**config.mk**
```make
export PLATFORM = sky130hd
export DESIGN_NAME = codec_host_port
export DESIGN_NICKNAME = d
export VERILOG_FILES = /design/src/rtl/hrp_pkg.sv /design/src/rtl/hrp_index_reg.sv /design/src/rtl/hrp_reg_bank.sv /design/src/rtl/hrp_resync_timer.sv /design/src/rtl/codec_host_port.sv
export SDC_FILE = /design/constraint.sdc
export NUM_CORES = 1
export LEC_CHECK = 0
export ABC_AREA = 1
export CAP_MARGIN = 20
export CORE_ASPECT_RATIO = 1.4
export CORE_MARGIN = 5
export CORE_UTILIZATION = 55
export CTS_CLUSTER_DIAMETER = 80
export DETAILED_ROUTE_END_ITERATION = 16
export PLACE_DENSITY_LB_ADDON = 0.12
export SETUP_SLACK_MARGIN = 0.05
export SLEW_MARGIN = 20
export SYNTH_ARGS = -nofsm -noshare
export SYNTH_HDL_FRONTEND = slang
export SYNTH_SLANG_ARGS = --single-unit
```
**constraint.sdc**
```tcl
create_clock -name clk -period 1.9 [get_ports clk]
set_clock_uncertainty 0.15 [all_clocks]
set_input_delay 0.38 -clock clk [delete_from_list [all_inputs] [get_ports clk]]
set_output_delay 0.38 -clock clk [all_outputs]
set_load 0.01 [all_outputs]
```
**src/rtl/hrp_pkg.sv**
```systemverilog
package hrp_pkg;

  localparam int unsigned BYTE_W    = 8;
  localparam int unsigned PERMIT_BIT = 6;
  localparam logic [BYTE_W-1:0] BUSY_CODE = 8'h80;

  typedef struct packed {
    logic [2:0] div;
    logic       base;
  } clk_sel_t;

  // Extract the clock selection from the low nibble of a format byte.
  function automatic clk_sel_t fmt_clk(input logic [3:0] nib);
    clk_sel_t s;
    s.div  = nib[3:1];
    s.base = nib[0];
    return s;
  endfunction

  function automatic logic clk_differs(input clk_sel_t a, input clk_sel_t b);
    return (a.div != b.div) || (a.base != b.base);
  endfunction

endpackage

```
**src/rtl/hrp_index_reg.sv**
```systemverilog
module hrp_index_reg #(
  parameter int unsigned IDX_W = 4
) (
  input  logic                         clk,
  input  logic                         rst_n,
  input  logic                         wr_en,
  input  logic                         permit_in,
  input  logic [IDX_W-1:0]             ptr_in,
  output logic                         permit_q,
  output logic [IDX_W-1:0]             ptr_q,
  output logic [hrp_pkg::BYTE_W-1:0]   rd_val
);
  import hrp_pkg::*;

  always_ff @(posedge clk or negedge rst_n) begin
    if (!rst_n) begin
      permit_q <= 1'b0;
      ptr_q    <= '0;
    end else if (wr_en) begin
      permit_q <= permit_in;
      ptr_q    <= ptr_in;
    end
  end

  always_comb begin
    rd_val             = '0;
    rd_val[IDX_W-1:0]  = ptr_q;
    rd_val[PERMIT_BIT] = permit_q;
  end

endmodule

```
**src/rtl/hrp_reg_bank.sv**
```systemverilog
module hrp_reg_bank #(
  parameter int unsigned IDX_W   = 4,
  parameter int unsigned FMT_IDX = 8
) (
  input  logic                         clk,
  input  logic                         rst_n,
  input  logic                         wr_en,
  input  logic [IDX_W-1:0]             ptr,
  input  logic [hrp_pkg::BYTE_W-1:0]   wdata,
  output logic [hrp_pkg::BYTE_W-1:0]   rd_val,
  output logic [hrp_pkg::BYTE_W-1:0]   fmt_val
);
  import hrp_pkg::*;

  localparam int unsigned NREG = 1 << IDX_W;

  logic [BYTE_W-1:0] regs [NREG];

  for (genvar g = 0; g < NREG; g++) begin : g_reg
    always_ff @(posedge clk or negedge rst_n) begin
      if (!rst_n)
        regs[g] <= '0;
      else if (wr_en && (ptr == IDX_W'(g)))
        regs[g] <= wdata;
    end
  end

  assign rd_val  = regs[ptr];
  assign fmt_val = regs[FMT_IDX];

endmodule

```
**src/rtl/hrp_resync_timer.sv**
```systemverilog
module hrp_resync_timer #(
  parameter int unsigned RESYNC_CYC = 24
) (
  input  logic clk,
  input  logic rst_n,
  input  logic start,
  output logic busy,
  output logic done
);
  localparam int unsigned CW = $clog2(RESYNC_CYC + 1);

  logic [CW-1:0] cnt_q;

  always_ff @(posedge clk or negedge rst_n) begin
    if (!rst_n)
      cnt_q <= '0;
    else if (start)
      cnt_q <= CW'(RESYNC_CYC);
    else if (cnt_q != '0)
      cnt_q <= cnt_q - CW'(1);
  end

  assign busy = (cnt_q != '0);
  assign done = (cnt_q == CW'(1));

endmodule

```
**src/rtl/codec_host_port.sv**
```systemverilog
module codec_host_port #(
  parameter int unsigned IDX_W      = 4,
  parameter int unsigned FMT_IDX    = 8,
  parameter int unsigned RESYNC_CYC = 24
) (
  input  logic       clk,
  input  logic       rst_n,
  input  logic       host_addr,
  input  logic       host_wr,
  input  logic [7:0] host_wdata,
  output logic [7:0] host_rdata,
  output logic       rsync_busy,
  output logic [2:0] act_div,
  output logic       act_base
);
  import hrp_pkg::*;

  logic              busy;
  logic              done_pulse;
  logic              start_pulse;
  logic              wr_ok;
  logic              idx_we;
  logic              dat_we;
  logic              permit;
  logic [IDX_W-1:0]  ptr;
  logic [BYTE_W-1:0] idx_rd;
  logic [BYTE_W-1:0] bank_rd;
  logic [BYTE_W-1:0] fmt_q;
  logic              fmt_hit;
  clk_sel_t          active_q;
  clk_sel_t          wr_sel;
  clk_sel_t          fmt_sel;

  // Lockout: no write reaches storage while resync runs.
  assign wr_ok  = host_wr && !busy;
  assign idx_we = wr_ok && !host_addr;
  assign dat_we = wr_ok &&  host_addr;

  hrp_index_reg #(.IDX_W(IDX_W)) u_index (
    .clk       (clk),
    .rst_n     (rst_n),
    .wr_en     (idx_we),
    .permit_in (host_wdata[PERMIT_BIT]),
    .ptr_in    (host_wdata[IDX_W-1:0]),
    .permit_q  (permit),
    .ptr_q     (ptr),
    .rd_val    (idx_rd)
  );

  hrp_reg_bank #(.IDX_W(IDX_W), .FMT_IDX(FMT_IDX)) u_bank (
    .clk     (clk),
    .rst_n   (rst_n),
    .wr_en   (dat_we),
    .ptr     (ptr),
    .wdata   (host_wdata),
    .rd_val  (bank_rd),
    .fmt_val (fmt_q)
  );

  assign fmt_hit     = (ptr == IDX_W'(FMT_IDX));
  assign wr_sel      = fmt_clk(host_wdata[3:0]);
  assign fmt_sel     = fmt_clk(fmt_q[3:0]);
  assign start_pulse = dat_we && fmt_hit && permit && clk_differs(wr_sel, active_q);

  hrp_resync_timer #(.RESYNC_CYC(RESYNC_CYC)) u_timer (
    .clk   (clk),
    .rst_n (rst_n),
    .start (start_pulse),
    .busy  (busy),
    .done  (done_pulse)
  );

  always_ff @(posedge clk or negedge rst_n) begin
    if (!rst_n)
      active_q <= '0;
    else if (done_pulse)
      active_q <= fmt_sel;
  end

  always_comb begin
    if (busy)
      host_rdata = BUSY_CODE;
    else if (host_addr)
      host_rdata = bank_rd;
    else
      host_rdata = idx_rd;
  end

  assign rsync_busy = busy;
  assign act_div    = active_q.div;
  assign act_base   = active_q.base;

endmodule

```
=== Yosys cells after proc, flatten, opt, wreduce, memory -nomap -nowiden ===
Index checks and enable logic that the tools add are counted.

* Divide/modulo/power cells: 0
* Shift-type cells: 0
* Reduce and logical (&&, ||, !) cells: 27
* Bitwise operators: 1
* Magnitude comparators: 1
* Add/sub/neg operators: 1
* Multiplexer cells: 7
* Multipliers: 0
* Equality and inequality tests: 18

{| class="wikitable"
|+ Operators by type and width
! operator !! number
|-
| $bmux W8 S4 || 1
|-
| $eq A4 B4 Y1 const B || 8
|-
| $mux W8 || 4
|-
| $logic_and A1 B1 Y1 || 21
|-
| $eq A4 B3 Y1 const B || 4
|-
| $mux W5 || 2
|-
| $eq A4 B2 Y1 const B || 2
|-
| $eq A5 B1 Y1 const B || 1
|-
| $ge A5 B5 Y1 const B || 1
|-
| $not A4 Y5 || 1
|-
| $reduce_bool A5 Y1 || 1
|-
| $sub A5 B1 Y5 const B || 1
|-
| $eq A4 B1 Y1 const B || 1
|-
| $logic_not A4 Y1 || 1
|-
| $ne A3 B3 Y1 || 1
|-
| $logic_not A1 Y1 || 2
|-
| $reduce_bool A2 Y1 || 1
|-
| $logic_or A1 B1 Y1 || 1
|-
| $ne A1 B1 Y1 || 1
|}

* Output and inout port bits: 13
* Bits of input ports: 12
* Memories kept: 0
* ROM bits: 0
* Word-level logic and storage cells: 76
* Latch bits: 0
* RAM bits: 0
* Register bits after elaboration: 142

=== Longest topological paths before layout ===
Gate-level depths: netlist of run 1.

* Word-level depth: 8
* Mapped depth: 11
* Depth with buffers taken out: 9

=== Hierarchy ===
A second synthesis of run 1 with hierarchy kept.

* Cells, all modules: 973
* Area, all modules: 7034.2 um^2

{| class="wikitable"
|+ By module, submodules not included
! module !! sequential area each (um^2) !! cells each !! area each (um^2) !! times used
|-
| hrp_reg_bank || 3203.1 || 838 || 6102.1 || 1
|-
| codec_host_port || 100.1 || 72 || 405.4 || 1
|-
| hrp_resync_timer || 125.1 || 33 || 277.8 || 1
|-
| hrp_index_reg || 125.1 || 30 || 249.0 || 1
|}

=== Worst setup path before layout of run 1 ===
OpenSTA, ideal clock, no wires.

* Path kind: reg2out
* From: register u_timer.cnt_q[0]
* To: output port host_rdata[0]
* Required time: 1370 ps
* Data arrival time: 1444 ps
* Stages on the path, launching flop included: 8
* Path buffers: 1
* Setup slack: -74 ps
* Path through: dfrtp_1 inv_1 ha_1 nand3_2 inv_2 clkbuf_1 o21ai_0 nor2_1

* Word-level cells in the longest chain between the ends: 2

{| class="wikitable"
|+ RTL lines
! item !! line !! text
|-
| start: declaration || hrp_resync_timer.sv:12 || <nowiki>logic [CW-1:0] cnt_q;</nowiki>
|-
| start signal: assignment || hrp_resync_timer.sv:18 || <nowiki>cnt_q <= CW'(RESYNC_CYC);</nowiki>
|-
| start signal: assignment || hrp_resync_timer.sv:20 || <nowiki>cnt_q <= cnt_q - CW'(1);</nowiki>
|-
| $reduce_bool A5 Y1 || hrp_resync_timer.sv:23 || <nowiki>assign busy = (cnt_q != '0);</nowiki>
|-
| named net rsync_busy || codec_host_port.sv:12 || <nowiki>output logic rsync_busy,</nowiki>
|-
| $mux W8 || codec_host_port.sv:81 || <nowiki>if (busy)</nowiki>
|-
| end: declaration || codec_host_port.sv:11 || <nowiki>output logic [7:0] host_rdata,</nowiki>
|}

The timed path passes the listed nets, and every way through them passes these cells.

=== Final worst setup path of run 1 ===
* From: register u_index.ptr_q[0]
* To: output port host_rdata[1]

* Word-level cells in the longest chain between the ends: 6

{| class="wikitable"
|+ RTL lines
! item !! line !! text
|-
| start: declaration || hrp_index_reg.sv:10 || <nowiki>output logic [IDX_W-1:0] ptr_q,</nowiki>
|-
| start signal: assignment || hrp_index_reg.sv:21 || <nowiki>ptr_q <= ptr_in;</nowiki>
|-
| $not A4 Y5 (not written as such) || hrp_reg_bank.sv:28 || <nowiki>assign rd_val = regs[ptr];</nowiki>
|-
| $bmux W8 S4 || hrp_reg_bank.sv:28 ||
|-
| $mux W8 (not written as such) (2 in series) || hrp_reg_bank.sv:28 ||
|-
| $mux W8 || codec_host_port.sv:83 || <nowiki>else if (host_addr)</nowiki>
|-
| $mux W8 || codec_host_port.sv:81 ||
|}

Every way passes these cells. The select of a mux whose other input is x is not followed.

==> metrics.md, run 1 <==
| Metric | Value |
|---|---|
| Synthesized area | `0.00722 sq mm` |
| Synth Area per Inst | `roughly 7.2 sq um` |
| Sink Count | `between 100 and 150` |
| Setup violations, final | `141` |
| Layout Area Growth over Synthesis | `45.2%` |
| DRT Pass-1 Iters | `5` |
| Synth area leaders | `dfrtp_1, nand2_1, o21ai_0` |
| Max-Slew Margin vs Limit | `61.9%` |
| Placed Instances | `about 1200` |
| Worst-path fanout max | `7` |
| Max-cap violations | `0` |
| Synth async-reset ratio | `100%` |
| Post-route cell area | `0.0105 sq mm` |
| First-pass GRT wire length | `around 39 mm` |
| Pin count of the biggest net entering global routing | `46` |
| RSZ-0062 raised after global routing | `true` |
| Register area | `0.00356 sq mm` |
| CP peak stage delay | `between 400 and 500 ps` |
| Initial antenna violation count | `0` |
| Site row count | `~50` |
| Commonest non-fill, non-tap cell in the layout | `nand2_1` |
| Post-synthesis cell type count | `25` |
| Core area | `about 0.013 sq mm` |
| Syn. warnings | `0` |
| # H-tree levels | `4` |
| LEAKAGE | `about 5.4 nW` |
| Die width | `107 um` |
| Hold slack final | `roughly 280 ps` |
| Pins Over Slew Limit | `0` |
| Sequential share of the synthesized area | `about half` |
| Fin worst setup slack | `-687 ps` |
| IO Pins | `25` |
| Routed Wire Length | `25.7 mm` |
| Dpl hpwl | `between 10 and 15 mm` |
| Final clock period utilization by the worst path | `136%` |
| Reg2Reg Launch Point | `u_timer.cnt_q[1]$_DFFE_PN0P_` |
| Die Y | `around 150 um` |
| CP Cell Sequence | `inv_6, buf_6, buf_12, nand2_1, nand2_1, nand2_1, nand2_1, nand2_1, nand3_2, nor2_2, nor2_2, buf_2` |
| Worst-path clk slew | `60 ps` |
| Cell family with most CP delay | `simple AND/OR/NAND/NOR gates` |
| Maximum vdd drop | `between 0.9 and 1 mV` |
| Fin Setup TNS | `-18310 ps` |
| Cells after synthesis | `about 1000` |
| Pwr per Cell Area | `around 1200 mW/mm^2` |
| Share of the synthesized area in the top cell type | `a little under 50%` |
| Least-Margin Pin Slew | `roughly 570 ps` |
| R2R cell count | `12` |
| CP max-delay cell | `dfrtp_2` |
| CP Capture Type | `primary output` |
| Yosys reg bits | `142` |
| Clock tree root driver cell | `clkbuf_16` |
| Max clock buf depth | `2` |
| Synth area leader | `dfrtp_1` |
| Failing checks | `negative setup slack` |
| Layout Cells excl Fill | `1314` |
| Multi-input combinational cell area | `~0.0039 sq mm` |
| Req. time, crit path | `between 1000 and 1500 ps` |
| Main synth FF type | `dfrtp_1` |
| Critical R2R Capture | `u_bank.regs[52]$_DFFE_PN0P_` |
| Die area | `around 0.016 sq mm` |
| DRC Markers | `0` |
| Filler cells | `about 760` |
| Post-synth EDFFs | `0` |
| TritonCTS Buffers | `17` |
| Syn_nets | `between 1000 and 1500` |
| Via/cell ratio | `5.74` |
| ANT nets after route | `0` |
| Grt total ovfl | `0` |
| FF-to-FF setup slack | `-200 ps` |
| WP buf/inv | `4` |
| Starting density of the core | `56.1%` |
| ANT cells | `0` |
| Final nets | `1164` |
| Status | `finished with violations` |
| Most frequent cells in the layout | `nand2_1, dfrtp_1, buf_4` |
| Crit Path Class | `reg2out` |
| Worst skew pair latency | `420 ps` |
| Placed Area | `about 0.0085 sq mm` |
| Maximum clock frequency | `0.387 GHz` |
| DR vias | `around 7500` |
| Total GRT Usage | `roughly a third` |
| Final-report hold violation count | `0` |
| Final Core Density | `around four fifths` |
| Final GP Congestion | `between 0.9 and 1` |
| Starting DRT DRC Count | `684` |
| Fin crit period | `~2600 ps` |
| Vias in the first global route | `approximately 7500` |
| TritonCTS clock tree | `done` |
| Port Buffers | `24` |
| Worst Hold Class | `in2async` |
| Layout cell share with drive strength beyond 1 | `between 30% and 40%` |
| DR WL/cell | `19.6 um` |
| Worst path most repeated cell | `nand2_1` |
| Worst setup SP type | `flip-flop` |
| Worst EP arrival | `2060 ps` |
## where the power goes
part / internal, mW / leakage, nW / switching (mW)
Sequential: 3.43 / 1.72 / 0.303
Combinational: 2.23 / 3.36 / 3.18
Clock: 2.29 / 0.309 / 1.31
## metrics by stage
stage	setup slack (ps)	power, mW
2_1_floorplan	40.4	5.84
3_3_place_gp	-571	7.62
3_5_place_dp	-564	7.67
4_1_cts	-570	12.0
5_1_grt	-801	13.3
6_report	-687	12.7
## sequential cells by signal (all words and copies together) (netlist names)
signal	cells
act_base	1
u_timer.cnt_q	5
u_bank.fmt_val	8
u_bank.regs	120
act_div	3
u_index.ptr_q	4
u_index.permit_q	1
## how the worst max path moves through the flow
| stage | from | endpoint | slack [ps] | depth (start not counted) |
|---|---|---|---|---|
| 6_report | u_index.ptr_q[0]$_DFFE_PN0P_ | host_rdata[1] | -690 | 12 |
| 5_1_grt | u_index.ptr_q[0]$_DFFE_PN0P_ | host_rdata[1] | -800 | 12 |
| 4_1_cts | u_index.ptr_q[0]$_DFFE_PN0P_ | host_rdata[3] | -570 | 12 |
| 3_5_place_dp | u_index.ptr_q[0]$_DFFE_PN0P_ | host_rdata[2] | -560 | 9 |
| 3_3_place_gp | u_index.ptr_q[0]$_DFFE_PN0P_ | host_rdata[2] | -570 | 9 |
| 2_1_floorplan | u_index.ptr_q[0]$_DFFE_PN0P_ | host_rdata[1] | 40 | 10 |
## cells in the mapped netlist (2+ instances only)
| cell | number |
|---|---|
| nand3_1 | 19 |
| nand4_1 | 2 |
| nor2_4 | 8 |
| nor2_2 | 5 |
| inv_1 | 65 |
| clkbuf_1 | 29 |
| ha_1 | 3 |
| nor2_1 | 84 |
| xor2_1 | 3 |
| buf_2 | 22 |
| o21ai_1 | 66 |
| dfrtp_1 | 142 |
| xnor2_1 | 4 |
| a21oi_1 | 10 |
| mux2_2 | 4 |
| nand2_1 | 450 |
| o21ai_0 | 71 |
| buf_6 | 2 |
| inv_2 | 4 |
## cell families after synthesis
family,after synthesis,synth area share [%]
mux,4,0.624
fa+ha+maj,3,0.520
buf+inv,124,7.09
compound gates,147,10.2
xor+xnor,7,0.850
simple gates,572,31.5
flops,142,49.2
## layer usage
| metal | part of all wire (%) | global-route usage, % | up-vias |
|---|---|---|---|
| li1 | - | - | 3398 |
| met5 | 0 | 0 | - |
| met4 | 6.5 | 18.5 | 0 |
| met1 | 36 | 39.3 | 3592 |
| met3 | 7.5 | 5.28 | 124 |
| met2 | 50 | 53.7 | 422 |
## repair_timing
action                                  4_1_cts  5_1_grt
buffers inserted                             28        9
hold endpoints to repair                     33        0
pin swaps                                    88       59
gates cloned                                 14        1
resized for setup                           234      121
endpoints found under the setup margin      142      151
hold buffers                                  1        0
## final cells by class
cell class / instances / area share, %
clock buffer: 21 / 4.49
clock inverter: 10 / 1.53
inverter: 69 / 2.75
multi-input combinational: 739 / 37.5
sequential: 142 / 33.9
tap: 153 / 1.83
timing repair buffer: 180 / 18.0
No activity file was read; power rests on OpenSTA's default activity.
==> run 2: changes to the inputs <==
--- a/config.mk
+++ b/config.mk
@@ -9,7 +9,7 @@
 export CAP_MARGIN = 20
 export CORE_ASPECT_RATIO = 1.4
 export CORE_MARGIN = 5
-export CORE_UTILIZATION = 55
+export CORE_UTILIZATION = 59
 export CTS_CLUSTER_DIAMETER = 80
 export DETAILED_ROUTE_END_ITERATION = 16
 export PLACE_DENSITY_LB_ADDON = 0.12
==> constraint.sdc (replaced) <==
create_clock -name clk -period 2.5 [get_ports clk]
set_clock_uncertainty 0.15 [all_clocks]
set_input_delay 0.5 -clock clk [delete_from_list [all_inputs] [get_ports clk]]
set_output_delay 0.5 -clock clk [all_outputs]
set_load 0.01 [all_outputs]
==> run 2 against run 1 <==
Against the previous run:
- the run still ends with negative setup slack left
- hold slack gained 49 ps
- register-to-register slack gained 430 ps
- wire length shrank 19%
- critical endpoint is now host_rdata[3]
- combinational power shrank 37%
- largest cell class is now registers
- via count shrank 12%
==> metrics.md, run 2 (synthesized netlist as in run 1, its figures left out) <==
| Metric | Value |
|---|---|
| Die Y | `141 um (-3.2%)` |
| Maximum clock frequency | `~0.38 GHz` |
| WP buf/inv | `4 (unchanged)` |
| Routed Wire Length | `20.8 mm (-19%)` |
| DRC Markers | `0 (unchanged)` |
| Starting density of the core | `60.5% (+4.4 points)` |
| Least-Margin Pin Slew | `573 ps (+2.84 ps)` |
| Layout Area Growth over Synthesis | `24.6%` |
| Largest Register | `u_bank.regs` |
| Maximum vdd drop | `0.636 mV (-32%)` |
| Register area | `0.00356 sq mm (unchanged)` |
| Multi-input combinational cell area | `0.00334 sq mm (-15%)` |
| Clock tree root driver cell | `clkbuf_16` |
| Die width | `103 um (-3.1%)` |
| Max clock buf depth | `2 (unchanged)` |
| Dpl hpwl | `13.3 mm (-6.7%)` |
| Req. time, crit path | `1850 ps (+480 ps)` |
| # H-tree levels | `4 (unchanged)` |
| Site row count | `47 (-4.1%)` |
| Worst skew pair latency | `420 ps (about the same)` |
| Pin count of the biggest net entering global routing | `48 (+4.3%)` |
| Worst slack, placed | `-99.1 ps (+465 ps)` |
| Met1 Use GR | `37.2% (-2.0 points)` |
| FF-to-FF setup slack | `230 ps (+430 ps)` |
| RSZ-0062 raised after global routing | `true` |
| First-pass GRT wire length | `33.7 mm (-14%)` |
| TritonCTS Buffers | `17 (unchanged)` |
| Final GP Congestion | `0.963 (-0.81%)` |
| Worst setup path start | `u_index.ptr_q[0]$_DFFE_PN0P_` |
| Final clock period utilization by the worst path | `106%` |
| Vias in the first global route | `6730 (-11%)` |
| Pins Over Slew Limit | `0 (unchanged)` |
| Cell family with most CP delay | `buffers and inverters` |
| ANT cells | `0 (unchanged)` |
| DR vias | `6650 (-12%)` |
| IO Pins | `25 (unchanged)` |
| ANT nets after route | `0 (unchanged)` |
| Filler cells | `898 (+19%)` |
| CP Capture Type | `primary output` |
| Starting DRT DRC Count | `538 (-21%)` |
| LEAKAGE | `4.78 nW (-11%)` |
| Max-cap violations | `0 (unchanged)` |
| Final nets | `1065 (-8.5%)` |
| Commonest non-fill, non-tap cell in the layout | `nand2_1` |
| Fin worst setup slack | `-143 ps (+543 ps)` |
| Met2 Track Usage GR | `50.4% (-3.4 points)` |
| TritonCTS clock tree | `done` |
| R2R cell count | `10 (-2)` |
| Fin Setup TNS | `-907 ps (+17410 ps)` |
| Worst EP arrival | `1990 ps (-70 ps)` |
| Grt total ovfl | `0 (unchanged)` |
| Crit Path Class | `reg2out` |
| Most frequent cells in the layout | `nand2_1, dfrtp_1, nor2_1` |
| Worst Hold Class | `reg2reg` |
| Core area | `0.0119 sq mm (-7.3%)` |
| DRT Pass-1 Iters | `8 (+3)` |
| DR WL/cell | `17.2 um (-12%)` |
| Fin crit period | `roughly 2600 ps` |
| Layout cell share with drive strength beyond 1 | `18.0% (-16 points)` |
| Max-Slew Margin vs Limit | `61.7% (-0.19 points)` |
| CP Depth | `12 (unchanged)` |
| Die area | `0.0146 sq mm (-6.2%)` |
| Final-report hold violation count | `0 (unchanged)` |
| Pwr per Cell Area | `1010 mW/mm^2 (-17%)` |
| Met3 global-route usage | `6.43% (+1.1 points)` |
| Port Buffers | `24 (unchanged)` |
| Failing checks | `negative setup slack` |
| Sink Count | `142 (unchanged)` |
| Total GRT Usage | `30.2% (-2.0 points)` |
| Worst-path fanout max | `6 (-1)` |
| Busiest grt layer | `met2` |
| Critical R2R Capture | `u_bank.regs[71]$_DFFE_PN0P_` |
| Worst setup SP type | `flip-flop` |
| Worst-path clk slew | `60 ps (about the same)` |
| Max reg flops | `120 (unchanged)` |
| Initial antenna violation count | `0 (unchanged)` |
| Setup violations, final | `8 (-94%)` |
| Worst path most repeated cell | `nand2_1` |
| CP Cell Sequence | `buf_12, buf_12, buf_16, nand2_1, nand2_1, nand2_1, nand2_2, nand2_2, nand3_2, nor2_1, nor2_1, buf_2` |
| Status | `finished with violations` |
| CP max-delay cell | `dfrtp_2` |
| Reg2Reg Launch Point | `u_timer.cnt_q[0]$_DFFE_PN0P_` |
| CP peak stage delay | `430 ps (-50 ps)` |
| CP endpoint | `host_rdata[3]` |
| Via/cell ratio | `5.50 (-4.2%)` |
==> run 2: cell count changes in the layout (fill, tap and decap cells not counted), sizes merged <==
cell / previous run / this run
buf: 163 / 70
bufbuf: 0 / 1
bufinv: 4 / 6
clkbuf: 23 / 18
clkdlybuf4s50: 10 / 14
dlygate4sd2: 4 / 1
inv: 68 / 70
nor2: 103 / 97
==> run 2: timing repair <==
item / 4_1_cts / 5_1_grt
pin swaps: 23 / 25
gates resized for setup: 89 / 35
hold buffers: 1 / 0
buffers inserted: 5 / 0
cloned: 5 / 0
setup endpoints to repair: 9 / 8
hold endpoints to repair: 44 / 0
==> run 2: worst min-delay path by stage <==
stage	from	cells after the start	to
after floorplan	rst_n	0	act_base$_DFFE_PN0P_
after global placement	u_bank.regs[3]$_DFFE_PN0P_	2	u_bank.regs[3]$_DFFE_PN0P_
after detailed placement	rst_n	1	u_bank.regs[19]$_DFFE_PN0P_
after CTS	u_bank.regs[2]$_DFFE_PN0P_	2	u_bank.regs[2]$_DFFE_PN0P_
after global routing	u_bank.regs[1]$_DFFE_PN0P_	2	u_bank.regs[1]$_DFFE_PN0P_
final	u_bank.regs[1]$_DFFE_PN0P_	2	u_bank.regs[1]$_DFFE_PN0P_
==> run 2: per-stage QoR <==
step / instance area (sq um) / utilization [%] / hold slack, ps / power (mW) / cells
final: 8990 / 75.3 / 325 / 9.07 / 1210
after global routing: 8990 / 75.3 / 345 / 9.51 / 1210
after CTS: 8900 / 74.6 / 324 / 8.93 / 1210
after detailed placement: 7920 / 66.3 / 309 / 5.48 / 1167
after global placement: 7920 / 66.3 / 304 / 5.45 / 1167
after floorplan: 7220 / - / 54.4 / 4.37 / 999
==> run 2: layer usage <==
layer | routed length [um] | vias to the layer above
li1 | - | 3198
met1 | 8310 | 3134
met2 | 10400 | 249
met3 | 1200 | 69
met4 | 820 | 0
met5 | 0 | -
==> run 2: power by group <==
group	total [mW]	switching (mW)	internal [mW]
Combinational	3.39	2.01	1.38
Sequential	2.80	0.199	2.61
Clock	2.87	0.998	1.87
Total	9.07	3.21	5.86
==> run 2: worst reg2reg max path: cells and delay by family (launching register included) <==
family	cells	cell delay [ps]
and+or+nand+nor	4	630
adders and majority gates	1	180
buffers and inverters	4	740
DFF	1	400
AOI/OAI and AO/OA	1	90
==> run 2: layout make-up <==
class	instances	area share, %
clock inverter	14	2.67
timing repair buffer	87	10.7
sequential	142	39.5
tap	147	2.05
clock buffer	18	4.77
multi-input combinational	733	37.2
inverter	69	3.02
